### config.mk
export PLATFORM = sky130hd
export DESIGN_NAME = tx_desc_dma
export DESIGN_NICKNAME = d
export VERILOG_FILES = /design/src/rtl/tx_desc_pkg.sv /design/src/rtl/tx_desc_slot.sv /design/src/rtl/tx_desc_fetch.sv /design/src/rtl/tx_desc_irq.sv /design/src/rtl/tx_desc_dma.sv
export SDC_FILE = /design/constraint.sdc
export NUM_CORES = 1
export LEC_CHECK = 0
export ABC_CLOCK_PERIOD_IN_PS = 2700
export CAP_MARGIN = 0
export CORE_ASPECT_RATIO = 1.25
export CORE_UTILIZATION = 45
export DETAILED_ROUTE_END_ITERATION = 10
export PLACE_DENSITY = 0.67
export SLEW_MARGIN = 20
export SYNTH_ARGS = -nofsm -noshare
export SYNTH_HDL_FRONTEND = slang
export SYNTH_SLANG_ARGS = --single-unit
### constraint.sdc
create_clock -name clk_i -period 2.7 [get_ports clk_i]
set_input_delay 0.54 -clock clk_i [delete_from_list [all_inputs] [get_ports clk_i]]
set_output_delay 0.54 -clock clk_i [all_outputs]
set_load 0.005 [all_outputs]
### src/rtl/tx_desc_pkg.sv
package tx_desc_pkg;
  localparam int STS_W   = 8;
  localparam int OWN_BIT = 7;
  localparam int EOF_BIT = 6;
  localparam int IE_BIT  = 5;

  typedef enum logic [1:0] {
    REG_ADDR = 2'd0,
    REG_CNT  = 2'd1,
    REG_STS  = 2'd2
  } reg_e;

  typedef enum logic [1:0] {
    S_WAIT,
    S_XFER,
    S_PUSH,
    S_REL
  } state_e;
endpackage

### src/rtl/tx_desc_slot.sv
module tx_desc_slot
  import tx_desc_pkg::*;
#(
  parameter int  ADDR_W  = 32,
  parameter int  CNT_W   = 16,
  parameter logic SLOT_ID = 1'b0
) (
  input  logic              clk_i,
  input  logic              rst_ni,
  input  logic              cpu_we_i,
  input  logic              cpu_sel_i,
  input  logic [1:0]        cpu_reg_i,
  input  logic [ADDR_W-1:0] cpu_wdata_i,
  input  logic              clr_own_i,
  output logic [ADDR_W-1:0] addr_o,
  output logic [CNT_W-1:0]  cnt_o,
  output logic [STS_W-1:0]  sts_o
);
  logic hit;
  assign hit = cpu_we_i && (cpu_sel_i == SLOT_ID) && !sts_o[OWN_BIT];

  always_ff @(posedge clk_i or negedge rst_ni) begin
    if (!rst_ni) begin
      addr_o <= '0;
      cnt_o  <= '0;
      sts_o  <= '0;
    end else if (clr_own_i) begin
      sts_o[OWN_BIT] <= 1'b0;
    end else if (hit) begin
      case (reg_e'(cpu_reg_i))
        REG_ADDR: addr_o <= cpu_wdata_i;
        REG_CNT:  cnt_o  <= cpu_wdata_i[CNT_W-1:0];
        REG_STS:  sts_o  <= cpu_wdata_i[STS_W-1:0];
        default:  ;
      endcase
    end
  end
endmodule

### src/rtl/tx_desc_fetch.sv
module tx_desc_fetch
  import tx_desc_pkg::*;
#(
  parameter int ADDR_W = 32,
  parameter int CNT_W  = 16
) (
  input  logic              clk_i,
  input  logic              rst_ni,
  input  logic              en_i,
  input  logic [ADDR_W-1:0] d_addr_i,
  input  logic [CNT_W-1:0]  d_cnt_i,
  input  logic [STS_W-1:0]  d_sts_i,
  output logic              mem_req_o,
  output logic [ADDR_W-1:0] mem_addr_o,
  input  logic              mem_rvalid_i,
  input  logic [7:0]        mem_rdata_i,
  output logic              fifo_wr_o,
  output logic [7:0]        fifo_data_o,
  input  logic              fifo_full_i,
  output logic              rel_o,
  output logic              rel_eof_o,
  output logic              rel_ie_o,
  output logic              cur_o,
  output logic              idle_o
);
  state_e             state_q;
  logic [ADDR_W-1:0]  addr_q;
  logic [CNT_W-1:0]   cnt_q;
  logic [7:0]         hold_q;

  always_ff @(posedge clk_i or negedge rst_ni) begin
    if (!rst_ni) begin
      state_q   <= S_WAIT;
      cur_o     <= 1'b0;
      addr_q    <= '0;
      cnt_q     <= '0;
      hold_q    <= '0;
      rel_eof_o <= 1'b0;
      rel_ie_o  <= 1'b0;
    end else if (!en_i) begin
      state_q <= S_WAIT;
      cur_o   <= 1'b0;
    end else begin
      case (state_q)
        S_WAIT: if (d_sts_i[OWN_BIT]) begin
          addr_q    <= d_addr_i;
          cnt_q     <= d_cnt_i;
          rel_eof_o <= d_sts_i[EOF_BIT];
          rel_ie_o  <= d_sts_i[IE_BIT];
          state_q   <= S_XFER;
        end
        S_XFER: if (cnt_q == '0) begin
          state_q <= S_REL;
        end else if (mem_rvalid_i) begin
          hold_q  <= mem_rdata_i;
          state_q <= S_PUSH;
        end
        S_PUSH: if (!fifo_full_i) begin
          addr_q  <= addr_q + 1'b1;
          cnt_q   <= cnt_q - 1'b1;
          state_q <= S_XFER;
        end
        S_REL: begin
          cur_o   <= ~cur_o;
          state_q <= S_WAIT;
        end
        default: state_q <= S_WAIT;
      endcase
    end
  end

  assign mem_req_o   = en_i && (state_q == S_XFER) && (cnt_q != '0);
  assign mem_addr_o  = addr_q;
  assign fifo_wr_o   = en_i && (state_q == S_PUSH) && !fifo_full_i;
  assign fifo_data_o = hold_q;
  assign rel_o       = en_i && (state_q == S_REL);
  assign idle_o      = (state_q == S_WAIT);
endmodule

### src/rtl/tx_desc_irq.sv
module tx_desc_irq (
  input  logic clk_i,
  input  logic rst_ni,
  input  logic en_i,
  input  logic txd_ie_i,
  input  logic txe_ie_i,
  input  logic rel_i,
  input  logic rel_eof_i,
  input  logic rel_ie_i,
  input  logic idle_i,
  input  logic own_cur_i,
  output logic crc_req_o,
  output logic done_irq_o,
  output logic done_eof_o,
  output logic empty_irq_o
);
  logic fire;
  assign fire = rel_i && rel_ie_i && txd_ie_i;

  always_ff @(posedge clk_i or negedge rst_ni) begin
    if (!rst_ni) begin
      crc_req_o  <= 1'b0;
      done_irq_o <= 1'b0;
      done_eof_o <= 1'b0;
    end else begin
      crc_req_o  <= rel_i && rel_eof_i;
      done_irq_o <= fire;
      done_eof_o <= fire && rel_eof_i;
    end
  end

  assign empty_irq_o = en_i && txe_ie_i && idle_i && !own_cur_i;
endmodule

### src/rtl/tx_desc_dma.sv
module tx_desc_dma
  import tx_desc_pkg::*;
#(
  parameter int ADDR_W = 32,
  parameter int CNT_W  = 16
) (
  input  logic              clk_i,
  input  logic              rst_ni,
  input  logic              en_i,
  input  logic              txd_ie_i,
  input  logic              txe_ie_i,
  input  logic              cpu_we_i,
  input  logic              cpu_sel_i,
  input  logic [1:0]        cpu_reg_i,
  input  logic [ADDR_W-1:0] cpu_wdata_i,
  output logic [STS_W-1:0]  sts_a_o,
  output logic [STS_W-1:0]  sts_b_o,
  output logic              next_buf_o,
  output logic              mem_req_o,
  output logic [ADDR_W-1:0] mem_addr_o,
  input  logic              mem_rvalid_i,
  input  logic [7:0]        mem_rdata_i,
  output logic              fifo_wr_o,
  output logic [7:0]        fifo_data_o,
  input  logic              fifo_full_i,
  output logic              crc_req_o,
  output logic              done_irq_o,
  output logic              done_eof_o,
  output logic              empty_irq_o
);
  localparam int N_SLOT = 2;

  logic [ADDR_W-1:0] d_addr [N_SLOT];
  logic [CNT_W-1:0]  d_cnt  [N_SLOT];
  logic [STS_W-1:0]  d_sts  [N_SLOT];
  logic rel, rel_eof, rel_ie, cur, idle;

  for (genvar i = 0; i < N_SLOT; i++) begin : g_slot
    tx_desc_slot #(
      .ADDR_W (ADDR_W),
      .CNT_W  (CNT_W),
      .SLOT_ID(1'(i))
    ) u_slot (
      .clk_i      (clk_i),
      .rst_ni     (rst_ni),
      .cpu_we_i   (cpu_we_i),
      .cpu_sel_i  (cpu_sel_i),
      .cpu_reg_i  (cpu_reg_i),
      .cpu_wdata_i(cpu_wdata_i),
      .clr_own_i  (rel && (cur == 1'(i))),
      .addr_o     (d_addr[i]),
      .cnt_o      (d_cnt[i]),
      .sts_o      (d_sts[i])
    );
  end

  tx_desc_fetch #(.ADDR_W(ADDR_W), .CNT_W(CNT_W)) u_fetch (
    .clk_i       (clk_i),
    .rst_ni      (rst_ni),
    .en_i        (en_i),
    .d_addr_i    (d_addr[cur]),
    .d_cnt_i     (d_cnt[cur]),
    .d_sts_i     (d_sts[cur]),
    .mem_req_o   (mem_req_o),
    .mem_addr_o  (mem_addr_o),
    .mem_rvalid_i(mem_rvalid_i),
    .mem_rdata_i (mem_rdata_i),
    .fifo_wr_o   (fifo_wr_o),
    .fifo_data_o (fifo_data_o),
    .fifo_full_i (fifo_full_i),
    .rel_o       (rel),
    .rel_eof_o   (rel_eof),
    .rel_ie_o    (rel_ie),
    .cur_o       (cur),
    .idle_o      (idle)
  );

  tx_desc_irq u_irq (
    .clk_i      (clk_i),
    .rst_ni     (rst_ni),
    .en_i       (en_i),
    .txd_ie_i   (txd_ie_i),
    .txe_ie_i   (txe_ie_i),
    .rel_i      (rel),
    .rel_eof_i  (rel_eof),
    .rel_ie_i   (rel_ie),
    .idle_i     (idle),
    .own_cur_i  (d_sts[cur][OWN_BIT]),
    .crc_req_o  (crc_req_o),
    .done_irq_o (done_irq_o),
    .done_eof_o (done_eof_o),
    .empty_irq_o(empty_irq_o)
  );

  assign sts_a_o    = d_sts[0];
  assign sts_b_o    = d_sts[1];
  assign next_buf_o = cur;
endmodule

==> impl_results.html <==
<table>
<tr><th>Metric</th><th>Value</th></tr>
<tr><th colspan="2">Yosys</th></tr>
<tr><td>Synthesized instance count</td><td>746</td></tr>
<tr><td>Syn Nets</td><td>799</td></tr>
<tr><td>Register bit total from synthesis</td><td>176</td></tr>
<tr><td>Post-synth top area cell</td><td>dfrtp_1</td></tr>
<tr><td>Most used DFF post-synth</td><td>dfrtp_1</td></tr>
<tr><td>Netlist area before placement</td><td>8640 um2</td></tr>
<tr><td>Share of flip-flops with an asynchronous set or reset</td><td>100%</td></tr>
<tr><td>Main area contributors after synthesis</td><td>dfrtp_1, mux2_2, mux2i_1</td></tr>
<tr><td>Post-synth top area share</td><td>50.9%</td></tr>
<tr><td>Count of cell types in the netlist</td><td>70</td></tr>
<tr><td>Yosys synthesis warning count</td><td>0</td></tr>
<tr><td>Avg Cell Area, Syn</td><td>11.6 um2</td></tr>
<tr><td>Number of enable-type register cells in the synthesized netlist</td><td>0</td></tr>
<tr><td>Fraction of the yosys area taken by sequential cells</td><td>50.9%</td></tr>
<tr><th colspan="2">Floorplanning</th></tr>
<tr><td>Initial standard-cell utilization of the core</td><td>46.0%</td></tr>
<tr><td>Floorplan die area</td><td>19,800 um2</td></tr>
<tr><td>Cell row count</td><td>56</td></tr>
<tr><td>I/O pin count</td><td>114</td></tr>
<tr><td>Core region area</td><td>18,800 um2</td></tr>
<tr><td>X dimension of the die</td><td>126 um</td></tr>
<tr><td>Die height</td><td>157 um</td></tr>
<tr><th colspan="2">Drt</th></tr>
<tr><td>Antenna Nets Post-Route</td><td>0</td></tr>
<tr><td>Number of DRC markers after the initial detailed-route iteration</td><td>529</td></tr>
<tr><td>Number of detailed-routing iterations run before antenna repair</td><td>6</td></tr>
<tr><td>Via count normalized by instance count</td><td>6.07</td></tr>
<tr><td>Sum of routed wire length over all layers</td><td>23.1 mm</td></tr>
<tr><td>Total vias in the final route</td><td>6,772</td></tr>
<tr><td>Drt drc</td><td>0</td></tr>
<tr><td>Routed wire length per instance</td><td>20.7 um</td></tr>
<tr><th colspan="2">Setup path</th></tr>
<tr><td>Critical Path Sink Type</td><td>output pin</td></tr>
<tr><td>Required time at the worst-slack endpoint</td><td>2.16 ns</td></tr>
<tr><td>Critical path peak fanout</td><td>6</td></tr>
<tr><td>Worst reg2reg startpoint</td><td>u_fetch.cur_o$_DFFE_PN0P_</td></tr>
<tr><td>Cell depth of the worst flop-to-flop path</td><td>5</td></tr>
<tr><td>Critical Setup Path Class</td><td>flop to output pin</td></tr>
<tr><td>Crit path capture</td><td>empty_irq_o</td></tr>
<tr><td>End of the worst register-to-register path</td><td>g_slot[0].u_slot.cnt_o[6]$_DFFE_PN0P_</td></tr>
<tr><td>CP Data Arrival Time</td><td>2.07 ns</td></tr>
<tr><td>Worst R2R Setup Slack</td><td>0.48 ns</td></tr>
<tr><td>Crit start category</td><td>flop</td></tr>
<tr><td>Crit path from</td><td>g_slot[0].u_slot.sts_o[7]$_DFFE_PN0P_</td></tr>
<tr><th colspan="2">Placement</th></tr>
<tr><td>GP Congestion</td><td>0.905</td></tr>
<tr><td>Area after detailed placement</td><td>10,200 um2</td></tr>
<tr><td>Estimated wirelength of the detail-placed design</td><td>16.0 mm</td></tr>
<tr><td>Number of buffers added on ports</td><td>113</td></tr>
<tr><th colspan="2">CTS</th></tr>
<tr><td>TritonCTS clock tree</td><td>built</td></tr>
<tr><td>Clock transition time at the flip-flop clock pins of the worst setup and hold paths</td><td>0.07 ns</td></tr>
<tr><td>H-tree depth</td><td>4</td></tr>
<tr><td>Library cell used as clock root buffer</td><td>clkbuf_16</td></tr>
<tr><td>Number of buffers between clock root and the deepest sink</td><td>2</td></tr>
<tr><td>Source-to-sink clock delay at the later pin of the worst-skew pair</td><td>0.44 ns</td></tr>
<tr><td>Number of clock sinks</td><td>176</td></tr>
<tr><td>Cts bufs inserted</td><td>17</td></tr>
<tr><th colspan="2">Layout</th></tr>
<tr><td>Fraction of final layout cells sized beyond drive strength 1</td><td>24.7%</td></tr>
<tr><td>ANT cells</td><td>0</td></tr>
<tr><td>Footprint of the multi-input gates</td><td>4030 um2</td></tr>
<tr><td>Final non-filler cell area</td><td>10,900 um2</td></tr>
<tr><td>Fill cell total of the finished layout</td><td>1,573</td></tr>
<tr><td>Area growth from synthesis to final layout</td><td>25.7%</td></tr>
<tr><td>Layout net count</td><td>923</td></tr>
<tr><td>Register area</td><td>4410 um2</td></tr>
<tr><th colspan="2">Power and ir drop</th></tr>
<tr><td>Share of power burned in registers</td><td>43.5%</td></tr>
<tr><td>Switching part of the total</td><td>33.3%</td></tr>
<tr><td>VDD IR-drop max</td><td>0.442 mV</td></tr>
<tr><td>Combinational group share of total power</td><td>31.8%</td></tr>
<tr><td>Clock share of power</td><td>24.8%</td></tr>
<tr><td>Total power per unit cell area</td><td>951 nW/um2</td></tr>
<tr><td>Design internal power</td><td>6.89 mW</td></tr>
<tr><td>Leakage power figure</td><td>4.38 nW</td></tr>
<tr><td>Reported net switching power</td><td>3.45 mW</td></tr>
<tr><th colspan="2">Outcome</th></tr>
<tr><td>Run status</td><td>complete, no violations</td></tr>
<tr><th colspan="2">STA</th></tr>
<tr><td>Headroom to the max-slew limit</td><td>42.8%</td></tr>
<tr><td>Setup repair after global routing missed its margin</td><td>false</td></tr>
<tr><td>Final hold violation count</td><td>0</td></tr>
<tr><td>Final period util</td><td>96.6%</td></tr>
<tr><td>Number of endpoints failing setup at the final stage</td><td>0</td></tr>
<tr><td>Final Max Tran Viols</td><td>0</td></tr>
<tr><td>Total Neg Setup Slack</td><td>0 ns</td></tr>
<tr><td>Post-Route Skew</td><td>0.0101 ns</td></tr>
<tr><td>Shortest clock period the worst path allows after layout</td><td>2.61 ns</td></tr>
<tr><td>Worst Tran Pin Value</td><td>0.851 ns</td></tr>
<tr><td>Maximum operating frequency</td><td>384 MHz</td></tr>
<tr><th colspan="2">Global route</th></tr>
<tr><td>Global router's overall resource usage</td><td>24.4%</td></tr>
<tr><td>Pin count of the biggest net entering global routing</td><td>71</td></tr>
<tr><td>First-pass GRT wire length</td><td>37.1 mm</td></tr>
<tr><td>Via count of the first global-routing pass</td><td>6,963</td></tr>
<tr><td>Remaining global-route overflow</td><td>0</td></tr>
<tr><td>Number of antenna violations at the first check in global routing</td><td>0</td></tr>
<tr><th colspan="2">Job</th></tr>
<tr><td>Maxcap violations</td><td>0</td></tr>
<tr><th colspan="2">Hold path</th></tr>
<tr><td>Tightest Hold Check Type</td><td>input port to asynchronous set/reset pin</td></tr>
</table>
==> Yosys cell counts (3+ instances only) <==
| master | number |
|---|---|
| a2111oi_0 | 3 |
| o22a_1 | 9 |
| and2_1 | 11 |
| and3b_1 | 3 |
| a21oi_1 | 23 |
| nor2_1 | 30 |
| nor2b_1 | 9 |
| o211ai_1 | 3 |
| a211oi_1 | 17 |
| nand4_1 | 16 |
| inv_1 | 10 |
| o21ai_0 | 22 |
| nand3_1 | 17 |
| o311ai_0 | 4 |
| mux2i_1 | 32 |
| dfrtp_1 | 176 |
| clkbuf_1 | 11 |
| buf_2 | 24 |
| nor4_1 | 18 |
| a22o_1 | 4 |
| nand2_1 | 42 |
| nor3_1 | 18 |
| buf_4 | 3 |
| buf_1 | 4 |
| mux2_2 | 128 |
| and3_1 | 11 |
| a311oi_1 | 12 |
| and4_1 | 8 |
| a31oi_1 | 10 |
| o31ai_1 | 5 |
| or2_2 | 3 |
| o22ai_1 | 14 |
==> worst max-delay path: stages, from the launching register on <==
cell             delay, ns
dfrtp_1               0.45
mux2_4                0.35
nor2_2                0.14
and3_1                0.18
clkdlybuf4s50_1       0.50
==> final cells by class <==
| cell class | count | share of cell area, % |
|---|---|---|
| clock buffer | 18 | 3.95 |
| clock inverter | 14 | 1.68 |
| inverter | 10 | 0.345 |
| timing repair buffer | 148 | 13.7 |
| tap | 232 | 2.67 |
| sequential | 176 | 40.5 |
| multi-input combinational | 517 | 37.1 |
==> layer usage <==
metal / vias up / global-route usage [%] / wire length [um]
met4: 0 / 9.81 / 618
li1: 3084 / - / -
met2: 215 / 44.2 / 12200
met5: - / 0 / 0
met3: 40 / 4.01 / 1020
met1: 3433 / 28.9 / 9230
==> worst min path at each step <==
stage / startpoint / to / slack [ns] / cells past startpoint
CTS: rst_ni / g_slot[0].u_slot.addr_o[19]$_DFFE_PN0P_ / 0.04 / 1
floorplan: rst_ni / g_slot[0].u_slot.addr_o[0]$_DFFE_PN0P_ / 0.24 / 0
finish: rst_ni / g_slot[0].u_slot.addr_o[19]$_DFFE_PN0P_ / 0.03 / 1
global placement: u_fetch.rel_ie_o$_DFFE_PN0P_ / u_fetch.rel_ie_o$_DFFE_PN0P_ / 0.46 / 2
detailed placement: u_fetch.rel_ie_o$_DFFE_PN0P_ / u_fetch.rel_ie_o$_DFFE_PN0P_ / 0.47 / 2
global route: rst_ni / g_slot[0].u_slot.addr_o[19]$_DFFE_PN0P_ / 0.05 / 1
==> cells in the final DEF, fill, tap and decap left out, types with 17 or more instances in the layout <==
cell type	netlist	routed
mux2i_1	32	32
clkdlybuf4s50_1	0	111
buf_4	3	27
nor3_1	18	18
nor4_1	18	18
nand2_1	42	42
nor2_1	30	28
nand3_1	17	17
a21oi_1	23	23
o21ai_0	22	22
a211oi_1	17	17
dfrtp_1	176	175
mux2_2	128	127
clkbuf_16	0	17
==> cell families after synthesis <==
family / after synthesis / synth area share, %
and+or+nand+nor: 207 / 13.4
DFF: 176 / 50.9
muxes: 160 / 20.4
AOI/OAI and AO/OA: 147 / 12.1
buffers and inverters: 53 / 2.79
adders and majority gates: 2 / 0.289
xor gates and xnor gates: 1 / 0.101
==> registers in the layout, indices dropped and copies added (netlist names) <==
register	cells
u_fetch.rel_eof_o	1
u_fetch.state_q	2
u_irq.done_eof_o	1
u_fetch.cnt_q	16
u_fetch.mem_addr_o	32
g_slot.u_slot.addr_o	64
u_fetch.fifo_data_o	8
u_fetch.rel_ie_o	1
g_slot.u_slot.sts_o	16
u_irq.crc_req_o	1
u_irq.done_irq_o	1
g_slot.u_slot.cnt_o	32
u_fetch.cur_o	1
==> power groups by stage <==
stage          registers (mW)  clock network [mW]  logic [mW]
5_1_grt                  4.62                2.72        3.56
3_5_place_dp             4.49                   0        3.26
2_1_floorplan            4.23                   0        1.80
3_3_place_gp             4.42                   0        3.18
6_report                 4.49                2.56        3.28
4_1_cts                  4.46                2.61        3.30
==> through the flow <==
step | power, mW | setup WS, ns | utilization, % | cells | hold WS, ns
floorplan | 6.03 | 0.613 | - | 746 | 0.244
global placement | 7.60 | 0.131 | 54.5 | 1082 | 0.462
detailed placement | 7.75 | 0.0781 | 54.5 | 1082 | 0.472
CTS | 10.4 | 0.00484 | 57.8 | 1115 | 0.0372
global route | 10.9 | 0.0241 | 57.9 | 1115 | 0.0501
finish | 10.3 | 0.0930 | 57.9 | 1115 | 0.0279
==> timing repair <==
item,4_1_cts,5_1_grt
resized for setup,4,2
hold buffers,0,0
endpoints found under the setup margin,1,1
buffers inserted,1,0
Note: power is estimated with default switching activity, not from simulation.
